`src/rtl/sei_pkg.sv`:
```
package sei_pkg;
  typedef enum logic [1:0] {
    ST_INACT   = 2'b00,
    ST_PEND    = 2'b01,
    ST_ACT     = 2'b10,
    ST_ACTPEND = 2'b11
  } irq_state_e;
endpackage

```
`src/rtl/sei_line.sv`:
```
module sei_line
  import sei_pkg::*;
(
  input  logic       clk,
  input  logic       rst_n,
  input  logic       irq_in,
  input  logic       is_level,
  input  logic       ack_hit,
  input  logic       deact_hit,
  output irq_state_e state_q
);
  irq_state_e state_d;
  logic       in_q;
  logic       rise;
  logic       state_en;

  assign rise = irq_in & ~in_q;

  always_comb begin
    state_d = state_q;
    case (state_q)
      ST_INACT:
        if (is_level ? irq_in : rise) state_d = ST_PEND;
      ST_PEND:
        if (ack_hit)
          state_d = (is_level ? irq_in : rise) ? ST_ACTPEND : ST_ACT;
        else if (is_level && !irq_in)
          state_d = ST_INACT;
      ST_ACT:
        if (deact_hit)
          state_d = (is_level ? irq_in : rise) ? ST_PEND : ST_INACT;
        else if (is_level ? irq_in : rise)
          state_d = ST_ACTPEND;
      ST_ACTPEND:
        if (deact_hit)
          state_d = (is_level && !irq_in) ? ST_INACT : ST_PEND;
        else if (is_level && !irq_in)
          state_d = ST_ACT;
      default: state_d = ST_INACT;
    endcase
  end

  assign state_en = (state_d != state_q);

  always_ff @(posedge clk or negedge rst_n) begin
    if (!rst_n) begin
      state_q <= ST_INACT;
      in_q    <= 1'b0;
    end else begin
      if (state_en) state_q <= state_d;
      in_q <= irq_in;
    end
  end
endmodule

```
`src/rtl/sei_stack.sv`:
```
module sei_stack #(
  parameter int DEPTH  = 4,
  parameter int PRIO_W = 8
) (
  input  logic              clk,
  input  logic              rst_n,
  input  logic              push,
  input  logic              pop,
  input  logic [PRIO_W-1:0] push_prio,
  output logic [PRIO_W-1:0] top_prio,
  output logic              full,
  output logic              empty
);
  localparam int CNT_W = $clog2(DEPTH + 1);
  localparam int IDX_W = (DEPTH > 1) ? $clog2(DEPTH) : 1;

  logic [PRIO_W-1:0] mem_q [DEPTH];
  logic [CNT_W-1:0]  cnt_q, cnt_d;
  logic [CNT_W-1:0]  top_idx;
  logic              do_push, do_pop;

  assign full    = (cnt_q == CNT_W'(DEPTH));
  assign empty   = (cnt_q == '0);
  assign do_push = push && !full;
  assign do_pop  = pop && !empty && !push;
  assign top_idx = cnt_q - CNT_W'(1);
  assign top_prio = empty ? {PRIO_W{1'b1}} : mem_q[top_idx[IDX_W-1:0]];

  always_comb begin
    cnt_d = cnt_q;
    if (do_push)     cnt_d = cnt_q + CNT_W'(1);
    else if (do_pop) cnt_d = cnt_q - CNT_W'(1);
  end

  always_ff @(posedge clk or negedge rst_n) begin
    if (!rst_n) begin
      cnt_q <= '0;
    end else if (do_push || do_pop) begin
      cnt_q <= cnt_d;
    end
  end

  for (genvar g = 0; g < DEPTH; g++) begin : g_slot
    always_ff @(posedge clk or negedge rst_n) begin
      if (!rst_n) begin
        mem_q[g] <= '0;
      end else if (do_push && (cnt_q[IDX_W-1:0] == IDX_W'(g))) begin
        mem_q[g] <= push_prio;
      end
    end
  end
endmodule

```
`src/rtl/sei_select.sv`:
```
module sei_select #(
  parameter int N_IRQ  = 4,
  parameter int PRIO_W = 8,
  parameter int ID_W   = 4
) (
  input  logic [N_IRQ*PRIO_W-1:0] prio_flat,
  input  logic [N_IRQ-1:0]        pend,
  output logic                    found,
  output logic [ID_W-1:0]         best_id,
  output logic [PRIO_W-1:0]       best_prio
);
  always_comb begin
    found     = 1'b0;
    best_id   = {ID_W{1'b1}};
    best_prio = {PRIO_W{1'b1}};
    for (int i = 0; i < N_IRQ; i++) begin
      if (pend[i] && (!found || (prio_flat[i*PRIO_W +: PRIO_W] < best_prio))) begin
        found     = 1'b1;
        best_id   = ID_W'(i);
        best_prio = prio_flat[i*PRIO_W +: PRIO_W];
      end
    end
  end
endmodule

```
`src/rtl/sei_ctrl.sv`:
```
module sei_ctrl
  import sei_pkg::*;
#(
  parameter int N_IRQ       = 4,
  parameter int PRIO_W      = 8,
  parameter int ID_W        = 4,
  parameter int STACK_DEPTH = 4
) (
  input  logic                    clk,
  input  logic                    rst_n,
  input  logic [N_IRQ-1:0]        irq_in,
  input  logic [N_IRQ-1:0]        irq_level,
  input  logic [N_IRQ*PRIO_W-1:0] irq_prio,
  input  logic                    split_mode,
  input  logic                    ack_req,
  input  logic                    eoi_req,
  input  logic                    dir_req,
  input  logic [ID_W-1:0]         cmd_id,
  output logic [ID_W-1:0]         ack_id,
  output logic [ID_W-1:0]         hppi_id,
  output logic                    irq_out,
  output logic [PRIO_W-1:0]       run_prio,
  output logic [2*N_IRQ-1:0]      line_state,
  output logic                    err
);
  irq_state_e        st [N_IRQ];
  logic [N_IRQ-1:0]  pend, active, cmd_hot, best_hot, ack_vec, deact_vec;
  logic              found, full, empty;
  logic [ID_W-1:0]   best_id;
  logic [PRIO_W-1:0] best_prio;
  logic              do_ack, eoi_cmd, dir_cmd, tgt_active;
  logic              eoi_ok, dir_ok, bad_cmd, deact_go;
  logic [ID_W-1:0]   ack_id_d;
  logic              err_q;

  for (genvar g = 0; g < N_IRQ; g++) begin : g_line
    assign pend[g]     = (st[g] == ST_PEND);
    assign active[g]   = (st[g] == ST_ACT) || (st[g] == ST_ACTPEND);
    assign cmd_hot[g]  = (cmd_id == ID_W'(g));
    assign best_hot[g] = (best_id == ID_W'(g));
    assign line_state[2*g +: 2] = st[g];

    sei_line i_line (
      .clk       (clk),
      .rst_n     (rst_n),
      .irq_in    (irq_in[g]),
      .is_level  (irq_level[g]),
      .ack_hit   (ack_vec[g]),
      .deact_hit (deact_vec[g]),
      .state_q   (st[g])
    );
  end

  sei_select #(.N_IRQ(N_IRQ), .PRIO_W(PRIO_W), .ID_W(ID_W)) i_select (
    .prio_flat (irq_prio),
    .pend      (pend),
    .found     (found),
    .best_id   (best_id),
    .best_prio (best_prio)
  );

  sei_stack #(.DEPTH(STACK_DEPTH), .PRIO_W(PRIO_W)) i_stack (
    .clk       (clk),
    .rst_n     (rst_n),
    .push      (do_ack),
    .pop       (eoi_ok),
    .push_prio (best_prio),
    .top_prio  (run_prio),
    .full      (full),
    .empty     (empty)
  );

  // Command arbitration: acknowledge, then end-of-interrupt, then deactivate.
  assign irq_out    = found && (best_prio < run_prio) && !full;
  assign do_ack     = ack_req && irq_out;
  assign eoi_cmd    = eoi_req && !ack_req;
  assign dir_cmd    = dir_req && !ack_req && !eoi_req;
  assign tgt_active = |(active & cmd_hot);
  assign eoi_ok     = eoi_cmd && tgt_active;
  assign dir_ok     = dir_cmd && tgt_active;
  assign bad_cmd    = (eoi_cmd || dir_cmd) && !tgt_active;
  assign deact_go   = dir_ok || (eoi_ok && !split_mode);
  assign ack_vec    = best_hot & {N_IRQ{do_ack}};
  assign deact_vec  = cmd_hot & {N_IRQ{deact_go}};
  assign ack_id_d   = do_ack ? best_id : {ID_W{1'b1}};
  assign hppi_id    = best_id;
  assign err        = err_q;

  always_ff @(posedge clk or negedge rst_n) begin
    if (!rst_n) begin
      ack_id <= {ID_W{1'b1}};
      err_q  <= 1'b0;
    end else begin
      if (ack_req) ack_id <= ack_id_d;
      if (bad_cmd) err_q  <= 1'b1;
    end
  end

  logic unused_empty;
  assign unused_empty = empty;
endmodule

```
`config.mk`:
```
export PLATFORM = sky130hd
export DESIGN_NAME = sei_ctrl
export DESIGN_NICKNAME = d
export VERILOG_FILES = /design/src/rtl/sei_pkg.sv /design/src/rtl/sei_line.sv /design/src/rtl/sei_stack.sv /design/src/rtl/sei_select.sv /design/src/rtl/sei_ctrl.sv
export SDC_FILE = /design/constraint.sdc
export NUM_CORES = 1
export LEC_CHECK = 0
export ABC_AREA = 1
export BUFFER_PORTS_ARGS = -buffer_cell sky130_fd_sc_hd__buf_2
export CORE_MARGIN = 2
export CORE_UTILIZATION = 51
export DETAILED_ROUTE_END_ITERATION = 10
export HOLD_SLACK_MARGIN = 0.02
export PLACE_DENSITY = 0.77
export REMOVE_ABC_BUFFERS = 1
export SYNTH_ARGS = -nofsm -noshare
export SYNTH_HDL_FRONTEND = slang
export SYNTH_SLANG_ARGS = --single-unit
export TNS_END_PERCENT = 100
```
`constraint.sdc`:
```
create_clock -name clk -period 6.25 [get_ports clk]
set_input_delay 0.3125 -clock clk [delete_from_list [all_inputs] [get_ports clk]]
set_output_delay 0.3125 -clock clk [all_outputs]
set_load 0.05 [all_outputs]
```
Word level (Yosys, flattened, before mapping)
Cells that the tools add are included.
- equal/unequal tests: 26
- $add $sub $neg: 2
- bitwise logic cells: 12
- reduce and logical (&&, ||, !) cells: 59
- $lt $le $gt $ge: 5
- muxes and demuxes: 67
- operators by type and width (kind ; number):
    $mux W2 ; 28
    $mux W8 ; 7
    $lt A8 B8 Y1 ; 4
    $pmux W2 S4 ; 4
    $logic_and A1 B1 Y1 ; 24
    $eq A2 B2 Y1 const B ; 10
    $mux W1 ; 20
    $mux W4 ; 5
    $bmux W8 S2 ; 1
    $eq A4 B2 Y1 const B ; 4
    $logic_not A1 Y1 ; 14
    $and A4 B4 Y4 ; 3
    $eq A2 B1 Y1 const B ; 5
    $logic_not A2 Y1 ; 5
    $logic_or A1 B1 Y1 ; 10
    $eq A4 B1 Y1 const B ; 2
    $logic_not A4 Y1 ; 2
    $ne A2 B2 Y1 ; 4
    $mux W3 ; 2
    $and A1 B1 Y1 ; 4
    $not A1 Y1 ; 4
    $reduce_or A4 Y1 ; 1
    $add A3 B1 Y3 const B ; 1
    $eq A3 B3 Y1 const B ; 1
    6 further kinds ; 6
- bits in registers: 52
- output and inout port bits: 26

Logic depth before layout (Yosys ltp)
Gate-level depths: netlist (run 1).
- word-level depth: 22
- gate-level depth with buffers: 53

Cells and area by module
From an unflattened synthesis (run 1), not the netlist that was laid out.
- cell total of the unflattened synthesis: 548
- area total of the unflattened synthesis: 3905.0 sq um
- modules (own cells, without submodules) (module ; cells each ; area an instance (sq um) ; instances):
    sei_stack ; 207 ; 1773.0 ; 1
    sei_select ; 174 ; 945.9 ; 1
    sei_ctrl ; 111 ; 700.7 ; 1
    sei_line ; 14 ; 121.4 ; 4

Least setup slack after synthesis (run 1)
OpenSTA, ideal clock, no wires.
- path type: flip-flop to flip-flop
- start: register g_line[0].i_line.state_q[0]
- end: register i_stack.mem_q[0] in the netlist's numbering
- period minus slack after synthesis: 7.128 ns
- cell stages (with the launch flop): 45
- setup slack: -0.878 ns
- arrival time: 7.005 ns
- data required time: 6.127 ns
- cells stage by stage: dfrtp_1 nand2_1 nor2_1 ha_1 a21oi_1 nor2_1 a211oi_1 nand2_1 nand2_2 nand2_2 clkbuf_1 nand2_1 o21ai_0 ha_1 inv_1 o21bai_1 clkinv_1 nand2_1 (+9 left out) nor2_1 a211oi_1 nand2_1 nand2_2 nand2_2 clkinv_1 clkbuf_1 o21ai_1 ha_1 a21oi_1 nor2_1 nor4_1 inv_1 a21oi_4 nand2_4 clkbuf_1 o21ai_0 nand2_1
- word-level cells in the longest chain between the ends: 20
- elaborated cells on any way between the ends: 27
- RTL lines (what ; line ; source):
    from (decl) ; sei_line.sv:10 ; output irq_state_e state_q
    from (signal assigned) ; sei_line.sv:50 ; if (state_en) state_q <= state_d;
    $eq A2 B1 Y1 (*) ; sei_ctrl.sv:37 ; assign pend[g] = (st[g] == ST_PEND);
    $mux W8 or $mux W1 (tied branches) ; sei_select.sv:17 ; if (pend[i] && (!found || (prio_flat[i*PRIO_W +: PRIO_W] < best_prio))) begin
    $lt A8 B8 Y1 or $logic_not A1 Y1 (tied branches) ; sei_select.sv:17 ;
    $logic_or A1 B1 Y1 ; sei_select.sv:17 ;
    $logic_and A1 B1 Y1 ; sei_select.sv:17 ;
    $mux W8 or $mux W1 (tied branches) ; sei_select.sv:17 ;
    $lt A8 B8 Y1 or $logic_not A1 Y1 (tied branches) ; sei_select.sv:17 ;
    $logic_or A1 B1 Y1 ; sei_select.sv:17 ;
    (+5 left out) ; - ;
    $mux W8 (*) ; sei_select.sv:17 ;
    named net best_prio[5] ; sei_ctrl.sv:30 ; logic [PRIO_W-1:0] best_prio;
    $lt A8 B8 Y1 (*) ; sei_ctrl.sv:74 ; assign irq_out = found && (best_prio < run_prio) && !full;
    $logic_and A1 B1 Y1 (*) (2 in series) ; sei_ctrl.sv:74 ;
    named net irq_out ; sei_ctrl.sv:21 ; output logic irq_out,
    $logic_and A1 B1 Y1 (*) ; sei_ctrl.sv:75 ; assign do_ack = ack_req && irq_out;
    $logic_and A1 B1 Y1 (*) ; sei_stack.sv:24 ; assign do_push = push && !full;
    $logic_and A1 B1 Y1 (*) ; sei_stack.sv:47 ; end else if (do_push && (cnt_q[IDX_W-1:0] == IDX_W'(g))) begin
    to (signal, indexed assignment) ; sei_stack.sv:48 ; mem_q[g] <= push_prio;
    to (decl) ; sei_stack.sv:17 ; logic [PRIO_W-1:0] mem_q [DEPTH];
The timed path passes the listed nets; every way through them passes the cells marked *.
A chain may end at the register's enable or synchronous reset.

Worst setup path after layout (run 1)
- start: register g_line[0].i_line.state_q[1]
- end: output irq_out
- word-level cells in the longest chain between the ends: 17
- elaborated cells on any way between the ends: 24
- RTL lines (what ; line):
    $eq A2 B1 Y1 (*) ; sei_ctrl.sv:37
    $mux W8 or $mux W1 (tied branches) ; sei_select.sv:17
    $lt A8 B8 Y1 or $logic_not A1 Y1 (tied branches) ; sei_select.sv:17
    $logic_or A1 B1 Y1 ; sei_select.sv:17
    $logic_and A1 B1 Y1 ; sei_select.sv:17
    $mux W8 or $mux W1 (tied branches) ; sei_select.sv:17
    $lt A8 B8 Y1 or $logic_not A1 Y1 (tied branches) ; sei_select.sv:17
    $logic_or A1 B1 Y1 ; sei_select.sv:17
    $logic_and A1 B1 Y1 ; sei_select.sv:17
    $mux W8 or $mux W1 (tied branches) ; sei_select.sv:17
    $lt A8 B8 Y1 or $logic_not A1 Y1 (tied branches) ; sei_select.sv:17
    $logic_or A1 B1 Y1 ; sei_select.sv:17
    $logic_and A1 B1 Y1 ; sei_select.sv:17
    $mux W8 (*) ; sei_select.sv:17
    named net best_prio[7] ; sei_ctrl.sv:30
    $lt A8 B8 Y1 (*) ; sei_ctrl.sv:74
    $logic_and A1 B1 Y1 (*) (2 in series) ; sei_ctrl.sv:74
    to (decl) ; sei_ctrl.sv:21
Marked as above.

==> results of run 1 <==
layout make-up:
type                            count  share of cell area
Multi-Input combinational cell    391               0.473
Sequential cell                    51               0.263
Timing Repair Buffer              109               0.137
Inverter                           93              0.0743
Tap cell                           99              0.0254
Clock buffer                        6              0.0170
Clock inverter                      2             0.00797
Timing Repair inverter              2             0.00257
kinds of logic after synthesis:
group / synth area share
flip-flops: 0.340
XOR/XNOR: 0.00698
buffers and inverters: 0.112
adder cells (fa/ha/maj): 0.0964
AO/OA/AOI/OAI: 0.168
AND/OR/NAND/NOR: 0.277
critical path: cells and delay by family (launching register included):
kind	cells	cell delay, ps
flip-flops	1	410
AND/OR/NAND/NOR	19	1900
AO/OA/AOI/OAI	9	1340
buffers and inverters	8	910
adder cells (fa/ha/maj)	4	980
layer usage:
layer,wire (um),GRT usage,part of all wire,vias up
met5,0,0,0,-
met2,5110,0.438,0.50,113
li1,-,-,-,1981
met1,4350,0.303,0.42,1809
met3,664,0.0511,0.065,15
met4,159,0.0667,0.015,0
final timing paths:
| path | startpoint | endpoint | cells past startpoint |
|---|---|---|---|
| max | g_line[0].i_line.state_q[1]$_DFFE_PN0P_ | irq_out | 40 |
| min | rst_n | i_stack.mem_q[2]$_DFFE_PN0P_ | 2 |
| max reg2reg | g_line[0].i_line.state_q[1]$_DFFE_PN0P_ | i_stack.mem_q[12]$_DFFE_PN0P_ | 44 |
| min reg2reg | err$_DFFE_PN0P_ | err$_DFFE_PN0P_ | 1 |
| max in group asynchronous | rst_n | g_line[0].i_line.in_q$_DFF_PN0_ | 2 |
| min in group clk | irq_in[3] | g_line[3].i_line.in_q$_DFF_PN0_ | 1 |
stage by stage:
stage / instances / setup WS (ps)
CTS: 735 / 4.42
finish: 753 / 83.0
global route: 753 / -244
floorplan: 534 / -702
global placement: 726 / -62.1
detailed placement: 726 / -391
placed cells by master, fill, tap and decap left out, types with 5 or more instances in the layout:
cell type and instances:
nand3_1 27, nor2_4 5, dfrtp_1 48, ha_4 7, buf_4 30, a211oi_1 7, nand2_2 6, nand2_1 147
o21ai_0 50, a21oi_1 16, nor2_1 29, nand4_1 7, nor3_1 8, buf_2 74, ha_1 22, inv_1 86
nand2_4 5, o21ai_1 18, clkbuf_8 6
sequential cells by signal, indices dropped and copies added, names as in the netlist:
| register | count |
|---|---|
| i_stack.mem_q | 32 |
| g_line.i_line.state_q | 8 |
| i_stack.cnt_q | 3 |
| err | 1 |
| ack_id | 3 |
| g_line.i_line.in_q | 4 |
timing repair:
action | 4_1_cts | 5_1_grt
hold buffers | 0 | 0
gates cloned | 0 | 3
setup buffers | 1 | 15
setup endpoints to repair | 44 | 44
gates resized for setup | 16 | 51
pin swaps | 3 | 20
==> impl_results.md, run 1 <==
- Core area: 0.00721 mm2
- CP max stage delay: 410 ps
- Layout Cell Area excl Fill: 0.00487 mm2
- First-pass GRT wire length: 16.3 mm
- Slew HR: 0.436
- Fillers: 654
- Clk_lat worst skew: 320 ps
- Via count: 3918
- Crit path time final: 6170 ps
- TritonCTS clock tree: done
- Worst path required time: 5940 ps
- Nets@finish: 732
- H-tree levels: 2
- Final hold viol count: 0
- Dpl hpwl: 7.53 mm
- Most used cell, CP: nand2_1
- Ys Warns: 0
- Global route overflow: 0
- Share of cells above drive strength 1: 0.265
- Reg2Reg Setup Slack: 170 ps
- Seq. cell area: 0.00128 mm2
- Post-Synthesis Cell Area: 0.00376 mm2
- Gr usage total: 0.246
- CP Capture Type: output pin
- Kind of critical path: reg2out
- Post-synth EDFFs: 0
- Ys flop type: dfrtp_1
- Port buffer count: 75
- Layout area overhead: 29.3%
- Worst Path Max Fanout: 7
- RD Place Congestion: 0.888
- Routed Antenna Nets: 0
- Hold WC Path Type: in2async
- Fin util: 0.675
- Routed wire length: 10.3 mm
- Syn avg cell area: 6.88 um2
- Root Buffer: clkbuf_8
- Yosys cell types: 36
- Die Wd: 89.9 um
- Antenna violations before repair: 0
- Post-synthesis register bit count: 51
- Startpoint Class: register
- Peak Freq: 162 MHz
- Final setup fails: 0
- Seq/Total Area, Yosys: 0.340
- # diodes: 0
- Max-cap viol count: 0
- Vias in the first global route: 3548
- Outcome: completed
- RSZ-0062 raised after global routing: true
- Row count: 31
- DR iter-0 viols: 180
- Synth area leaders: dfrtp_1 32%, nand2_1 15%, ha_1 9.6%
- Cells after Synth: 547
- Die Height: 89.9 um
- Synth top area share: 0.319
- Clock Tree Buf Depth: 2
- Final Cycle Share: 0.987
- Pre-Repair DR Iteration Count: 5
- Clock skew: 9.38 ps
- Vias per inst: 5.20
- Area leader, netlist: dfrtp_1
- WHS: 93.6 ps
- Largest net degree at the start of global routing: 52
- DRC Markers: 0
- Worst Tran Pin Value: 845 ps
- Clock transition at the registers of the reported paths: 100 ps
- Most frequent cell after synthesis: nand2_1
- Max-slew violations: 0
- CP max stage cell: dfrtp_1
- Initial Util: 0.522
- Num CTS Buffers: 5
- Critical Path AT: 5850 ps
- IO Pins: 76
- List of most frequent post-synthesis cells: 149 x nand2_1, 89 x inv_1, 62 x o21ai_0
- Setup TNS: 0 ps
- Avg WL per Cell: 13.7 um
- Die area: 0.00808 mm2
- TritonCTS Sinks: 51
- Area of the multi-input gates: 0.00230 mm2
- FFs w/ async S/R, synth: 1.00
- Area after DPL: 0.00433 mm2
Power of run 1 is left out: the tool's default activity adds up to more than one toggle a clock period on the data nets, which glitch-free logic cannot reach.
==> run 2, diff against run 1 <==
--- a/config.mk
+++ b/config.mk
@@ -11,7 +11,7 @@
 export CORE_UTILIZATION = 51
 export DETAILED_ROUTE_END_ITERATION = 10
 export HOLD_SLACK_MARGIN = 0.02
-export PLACE_DENSITY = 0.77
+export PLACE_DENSITY = 0.86
 export REMOVE_ABC_BUFFERS = 1
 export SYNTH_ARGS = -nofsm -noshare
 export SYNTH_HDL_FRONTEND = slang
==> constraint.sdc (replaced) <==
create_clock -name clk -period 6.25 [get_ports clk]
set_input_delay 1.25 -clock clk [delete_from_list [all_inputs] [get_ports clk]]
set_output_delay 1.25 -clock clk [all_outputs]
set_load 0.05 [all_outputs]
==> run 2 against run 1 <==
Against the previous run: the run now ends with setup timing left; global-route usage up 4.4 points; routed wire length up 52%; setup slack worse by 1600 ps; cell count up 8.6%; sequential share of layout area down 4.8 points; count of clock-buffer cells in the layout down 1; die area unchanged; critical path depth up 16; sequential cell count unchanged; critical path type is now in2reg; highest routed layer unchanged.
==> impl_results.md, run 2 (synthesis gave the netlist of run 1 again) <==
- CP max stage delay: 330 ps
- Area after DPL: 0.00470 mm2
- Share of cells above drive strength 1: 0.442
- Die area: 0.00808 mm2
- Max-slew violations: 0
- CP max stage cell: ha_1
- Port buffer count: 75
- Cell total after placement: 773
- DR iter-0 viols: 359
- Layout area overhead: 58.1%
- Dpl hpwl: 8.05 mm
- Most common cell after layout, fill and taps aside: nand2_1
- Antenna violations before repair: 0
- Root Buffer: clkbuf_8
- Nets@finish: 797
- Final Cycle Share: 1.25
- RSZ-0062 raised after global routing: true
- # diodes: 0
- Clock transition at the registers of the reported paths: 110 ps
- Layout Cell Area excl Fill: 0.00595 mm2
- Row count: 31
- Via count: 4832
- Clock skew: 15.6 ps
- Routed Antenna Nets: 0
- Kind of critical path: in2reg
- Max-cap viol count: 0
- Fin util: 0.825
- DRC Markers: 0
- Worst path required time: 6510 ps
- H-tree levels: 2
- Num CTS Buffers: 5
- Setup ws final: -1540 ps
- Initial Util: 0.522
- WHS: 485 ps
- Outcome: finished, violations left
- Pre-Repair DR Iteration Count: 7
- Regs by FF count: i_stack.mem_q: 32 flops, g_line.i_line.state_q: 8 flops, g_line.i_line.in_q: 4 flops
- Die Wd: 89.9 um
- Vias in the first global route: 4347
- Worst Tran Pin Value: 707 ps
- Peak Freq: 128 MHz
- Most frequent cells in the layout: 103 x nand2_1, 83 x inv_1, 70 x buf_2
- Core area: 0.00721 mm2
- Clock Tree Buf Depth: 2
- Final setup fails: 49
- Largest net degree at the start of global routing: 52
- Max reg flops: 32
- Critical Path AT: 8050 ps
- First-pass GRT wire length: 19.4 mm
- Non-Filler Instances: 818
- Most used cell, CP: buf_6
- CP Capture Type: register
- Crit path time final: 7790 ps
- IO Pins: 76
- Startpoint Class: primary input
- RD Place Congestion: 0.880
- Worst Path Max Fanout: 7
- Vias per inst: 5.91
- Gr usage total: 0.290
- TritonCTS Sinks: 51
- Slew HR: 0.529
- Routed wire length: 15.7 mm
- Avg WL per Cell: 19.2 um
- Clk_lat worst skew: 330 ps
- Die Height: 89.9 um
- Global route overflow: 0
- Failing checks: setup timing
- Final hold viol count: 0
- Hold WC Path Type: reg2reg
- Top reg by flops: i_stack.mem_q
- TritonCTS clock tree: done
-- run 2: final timing paths --
path / startpoint / depth (start not counted) / end / slack [ps]
worst max register to register: g_line[0].i_line.state_q[1]$_DFFE_PN0P_ / 57 / i_stack.mem_q[19]$_DFFE_PN0P_ / -1390
max in group asynchronous: rst_n / 2 / g_line[0].i_line.in_q$_DFF_PN0_ / 4780
min in group asynchronous: rst_n / 2 / i_stack.mem_q[20]$_DFFE_PN0P_ / 1020
worst min-delay path: i_stack.mem_q[26]$_DFFE_PN0P_ / 2 / i_stack.mem_q[26]$_DFFE_PN0P_ / 490
worst min register to register: i_stack.mem_q[26]$_DFFE_PN0P_ / 2 / i_stack.mem_q[26]$_DFFE_PN0P_ / 490
worst max-delay path: irq_prio[5] / 56 / i_stack.mem_q[19]$_DFFE_PN0P_ / -1540
-- run 2: repair_timing --
item | CTS | global route
pin swaps | 13 | 28
setup buffers | 16 | 22
cloned | 3 | 4
resized for setup | 78 | 156
hold buffers | 0 | 0
setup endpoints to repair | 49 | 49
-- run 2: critical path, delay by kind of cell --
family	cells	cell delay (ps)
AND/OR/NAND/NOR	24	2630
AO/OA/AOI/OAI	9	1200
buffers and inverters	19	1850
adder cells (fa/ha/maj)	4	1090
-- run 2: metrics by stage --
stage                     TNS, ps  setup WS, ps
after floorplan            -37040         -1460
after global placement     -21250         -1290
after detailed placement   -39480         -1640
after CTS                   -1640          -899
after global routing       -69650         -1740
final                      -59960         -1540
-- run 2: routing by layer --
metal	GRT usage	vias to the layer above	share of wire
met5	0	-	0
met1	0.337	2224	0.34
met2	0.524	355	0.49
met4	0.129	0	0.085
li1	-	2104	-
met3	0.0478	149	0.086
-- run 2: area by class of cell --
type,count,area (um2)
clock buffer,5,68.8
clock inverter,3,27.5
fill,415,1260
inverter,93,362
multi-input combinational,392,2730
sequential,51,1280
tap,99,124
timing repair buffer,173,1350
timing repair inverter,2,17.5
Power of run 2 is left out for the same reason.
